===== src/rtl/pad_attr_pkg.sv =====
package pad_attr_pkg;
  localparam int unsigned ATTR_W  = 8;
  localparam int unsigned INV_IDX = 0;
  localparam int unsigned OD_IDX  = 1;

  typedef struct packed {
    logic od;
    logic inv;
  } pad_mode_t;
endpackage


===== src/rtl/pad_cell.sv =====
module pad_cell
  import pad_attr_pkg::*;
(
  input  pad_mode_t mode_i,
  input  logic      out_i,
  input  logic      oe_i,
  input  logic      pad_i,
  output logic      pad_o,
  output logic      pad_en_o,
  output logic      in_o
);
  logic eff_out;

  always_comb begin
    eff_out  = out_i ^ mode_i.inv;
    pad_o    = eff_out;
    pad_en_o = oe_i & (~mode_i.od | ~eff_out);
    in_o     = pad_i ^ mode_i.inv;
  end

  always_comb begin
    if (mode_i.od && pad_en_o) begin
      AST_OD_NEVER_HIGH: assert (!pad_o);
    end
    if (!oe_i) begin
      AST_OFF_NO_DRIVE: assert (!pad_en_o);
    end
    if (oe_i && !mode_i.od) begin
      AST_PUSH_PULL_DRIVES: assert (pad_en_o);
    end
  end
endmodule


===== src/rtl/pad_group.sv =====
module pad_group
  import pad_attr_pkg::*;
#(
  parameter int unsigned NUM_PADS = 8,
  parameter int unsigned AW       = ATTR_W
) (
  input  logic [NUM_PADS-1:0]         out_i,
  input  logic [NUM_PADS-1:0]         oe_i,
  input  logic [NUM_PADS-1:0][AW-1:0] attr_i,
  input  logic [NUM_PADS-1:0]         pad_i,
  output logic [NUM_PADS-1:0]         pad_o,
  output logic [NUM_PADS-1:0]         pad_en_o,
  output logic [NUM_PADS-1:0]         in_o
);
  for (genvar g = 0; g < NUM_PADS; g++) begin : g_pad
    pad_mode_t mode;
    logic      unused_rsvd;

    assign mode.inv    = attr_i[g][INV_IDX];
    assign mode.od     = attr_i[g][OD_IDX];
    assign unused_rsvd = ^attr_i[g][AW-1:2];

    pad_cell u_cell (
      .mode_i   (mode),
      .out_i    (out_i[g]),
      .oe_i     (oe_i[g]),
      .pad_i    (pad_i[g]),
      .pad_o    (pad_o[g]),
      .pad_en_o (pad_en_o[g]),
      .in_o     (in_o[g])
    );
  end
endmodule


===== src/rtl/pad_attr_driver.sv =====
module pad_attr_driver
  import pad_attr_pkg::*;
#(
  parameter int unsigned NUM_MUX = 16,
  parameter int unsigned NUM_DED = 8,
  parameter int unsigned AW      = ATTR_W
) (
  input  logic                       clk_pad_i,
  input  logic                       rst_pad_ni,
  output logic                       clk_o,
  output logic                       rst_no,
  input  logic [NUM_MUX-1:0]         mux_out_i,
  input  logic [NUM_MUX-1:0]         mux_oe_i,
  input  logic [NUM_MUX-1:0][AW-1:0] mux_attr_i,
  input  logic [NUM_MUX-1:0]         mux_pad_i,
  output logic [NUM_MUX-1:0]         mux_pad_o,
  output logic [NUM_MUX-1:0]         mux_pad_en_o,
  output logic [NUM_MUX-1:0]         mux_in_o,
  input  logic [NUM_DED-1:0]         ded_out_i,
  input  logic [NUM_DED-1:0]         ded_oe_i,
  input  logic [NUM_DED-1:0][AW-1:0] ded_attr_i,
  input  logic [NUM_DED-1:0]         ded_pad_i,
  output logic [NUM_DED-1:0]         ded_pad_o,
  output logic [NUM_DED-1:0]         ded_pad_en_o,
  output logic [NUM_DED-1:0]         ded_in_o
);
  assign clk_o  = clk_pad_i;
  assign rst_no = rst_pad_ni;

  pad_group #(.NUM_PADS(NUM_MUX), .AW(AW)) u_mux_group (
    .out_i    (mux_out_i),
    .oe_i     (mux_oe_i),
    .attr_i   (mux_attr_i),
    .pad_i    (mux_pad_i),
    .pad_o    (mux_pad_o),
    .pad_en_o (mux_pad_en_o),
    .in_o     (mux_in_o)
  );

  pad_group #(.NUM_PADS(NUM_DED), .AW(AW)) u_ded_group (
    .out_i    (ded_out_i),
    .oe_i     (ded_oe_i),
    .attr_i   (ded_attr_i),
    .pad_i    (ded_pad_i),
    .pad_o    (ded_pad_o),
    .pad_en_o (ded_pad_en_o),
    .in_o     (ded_in_o)
  );

  AST_MUX_IN_CAUSE: assert property (@(posedge clk_pad_i) disable iff (!rst_pad_ni)
    !$stable(mux_in_o) |-> (!$stable(mux_pad_i) || !$stable(mux_attr_i)));
  AST_DED_IN_CAUSE: assert property (@(posedge clk_pad_i) disable iff (!rst_pad_ni)
    !$stable(ded_in_o) |-> (!$stable(ded_pad_i) || !$stable(ded_attr_i)));
  AST_MUX_DRV_CAUSE: assert property (@(posedge clk_pad_i) disable iff (!rst_pad_ni)
    !$stable(mux_pad_o) |-> (!$stable(mux_out_i) || !$stable(mux_attr_i)));
  AST_DED_DRV_CAUSE: assert property (@(posedge clk_pad_i) disable iff (!rst_pad_ni)
    !$stable(ded_pad_o) |-> (!$stable(ded_out_i) || !$stable(ded_attr_i)));
endmodule


===== config.mk =====
export PLATFORM = sky130hd
export DESIGN_NAME = pad_attr_driver
export DESIGN_NICKNAME = d
export VERILOG_FILES = /design/src/rtl/pad_attr_pkg.sv /design/src/rtl/pad_cell.sv /design/src/rtl/pad_group.sv /design/src/rtl/pad_attr_driver.sv
export SDC_FILE = /design/constraint.sdc
export NUM_CORES = 1
export LEC_CHECK = 0
export BUFFER_PORTS_ARGS = -buffer_cell sky130_fd_sc_hd__buf_2
export CAP_MARGIN = 20
export CORE_AREA = 2 2 131 133
export DETAILED_ROUTE_END_ITERATION = 16
export DIE_AREA = 0 0 133 135
export PLACE_DENSITY = 0.48
export SLEW_MARGIN = 30
export SYNTH_ARGS = -nofsm -noshare
export SYNTH_HDL_FRONTEND = slang
export SYNTH_SLANG_ARGS = --single-unit

===== constraint.sdc =====
create_clock -name vclk -period 0.8
set_input_delay 0.04 -clock vclk [all_inputs]
set_output_delay 0.04 -clock vclk [all_outputs]
set_load 0.005 [all_outputs]

==> flow_summary_export.csv <==
group,metric,value,unit
floorplanning,floorplan.die_area,18000,um^2
synth,synth_common_cells,"buf_4 (74), xor2_1 (48), a21boi_1 (24)",
layout,n_clock_buffer,0,
timing,worst_pin_slew,0.319,ns
grt,grt_max_degree,3,
worst_setup_path,cp.required,0.76,ns
hold_path,hold_path.class,"input pin to primary output",
route,vias,1273,
worst_setup_path,end_kind,"primary output",
run,maxCapViolCount,0,
floorplanning,die_y,135,um
timing,hold_violations,0,
floorplanning,rows,47,
floorplanning,start_util,7.05,%
grt,grt_use_total,3.50,%
grt,gr-total-overflow,0,
route,drt-total-wl,3.85,mm
timing,fin_tns_setup,0,ns
layout,drive_gt1_share,73.7,%
grt,use_met1,3.88,%
synth,syn_nets,412,
placed_design,place_hpwl,3.77,mm
layout,utilization,11.5,%
grt,grt_pass1_vias,1077,
grt,antenna_found_initial,0,
timing,slew_headroom,78.6,%
route,via_per_inst,2.62,
layout,regArea,0,um^2
timing,finalCritPeriodShare,93.4,%
synth,synth_most_common_cell,"buf_4",
worst_setup_path,path_max_fanout,2,
route,wire_per_inst,7.92,um
run_status,outcome,"finished, final reports clean",
synth,syn_avg_cell_area,7.92,um^2
synth,synth_top_area_cell,"buf_4",
synth,ys_types,3,
pwr,power_density,539,nW/um^2
timing,rsz0062_at_grt,"false",
route,drc,0,
placed_design,gp_congestion,0.695,
worst_setup_path,cp.arrival,0.71,ns
pwr,p_leak,1.06,nW
clocking,hold_buffers,0,
grt,use_met3,0.901,%
layout,layout.nets,534,
placed_design,dp_slack,-0.00531,ns
layout,area_growth,62.6,%
synth,ys_seq_area_share,0,%
synth,synthDominantCellAreaShare,48.1,%
synth,yosysWarnings,0,
synth,netlist_instances,146,
floorplanning,pin_count,340,
pwr,ir_drop,133,uV
worst_setup_path,critPathLaunchType,"input pin",
floorplanning,core,16400,um^2
grt,grt_pass1_wl,5.09,mm
layout,nFlopsAndLatches,0,
synth,netlist_area,1160,um^2
synth,synth.area.top_cells,"buf_4 (48%), xor2_1 (36%), a21boi_1 (16%)",
route,firstDrtPassIters,2,
timing,post-route-min-period,0.747,ns
floorplanning,die_w,133,um
layout,num_antenna_cells,0,
grt,met2_usage,7.05,%
timing,setup_viol,0,
timing,finalMaxSlewViolations,0,
route,ant_nets,0,
timing,maxClockFrequency,1.34,GHz
worst_setup_path,critical_path_class,"input pin to primary output",
route,drtIter0Drc,1,
placed_design,io_buffers,192,
grt,busiest_layer,"met2",
timing,setup_slack,0.0527,ns
[metrics by stage]
stage	hold slack, ns	total power [W]	cell area (um^2)	instances
2_1_floorplan	0.161	0.000772	1160	146
3_3_place_gp	0.0800	0.00102	1850	486
3_5_place_dp	0.0800	0.00102	1850	486
4_1_cts	0.0800	0.00102	1850	486
5_1_grt	0.0800	0.00112	1880	486
6_report	0.0800	0.00101	1880	486
[what timing repair did]
action / 4_1_cts / 5_1_grt
buffers inserted: 0 / 0
setup endpoints to repair: 1 / 2
gates resized for setup: 0 / 4
pin swaps: 1 / 3
[area by class of cell]
class / instances / area (um^2)
Multi-Input combinational cell: 72 / 616
Fill cell: 1882 / 14500
Tap cell: 220 / 275
Timing Repair Buffer: 194 / 988
[power breakdown]
group / switching [W] / internal (W)
sequential: 0 / 0
combinational: 0.000427 / 0.000586
clock: 0 / 0
total: 0.000427 / 0.000586
[per-layer routing]
metal  wire (um)  vias up
met2        1900      126
met4           0        0
met5           0        -
met3         643        0
li1            -      630
met1        1300      517
[cells by family after synthesis]
logic type                count (synthesis)  share of synthesized area, %
buffers and inverters                    74                          48.1
AOI/OAI and AO/OA                        24                          15.6
xor gates and xnor gates                 48                          36.4
[placed cells by master (no fill, tap or decap)]
| master | synthesis | routed |
|---|---|---|
| xor2_2 | 0 | 2 |
| buf_2 | 0 | 190 |
| a21boi_1 | 24 | 24 |
| xor2_1 | 48 | 46 |
| buf_6 | 0 | 2 |
| buf_4 | 74 | 2 |
[worst max-delay path, cell delays in order]
cell	delay [ns]
buf_2	0.12
xor2_2	0.14
a21boi_1	0.17
buf_4	0.14
buf_6	0.09
[worst paths after layout]
kind	start	to	slack, ns	cells after the start
min	rst_pad_ni	rst_no	0.08	0
max	ded_attr_i[24]	ded_pad_en_o[3]	0.05	5
(Power assumes the default switching activity.)
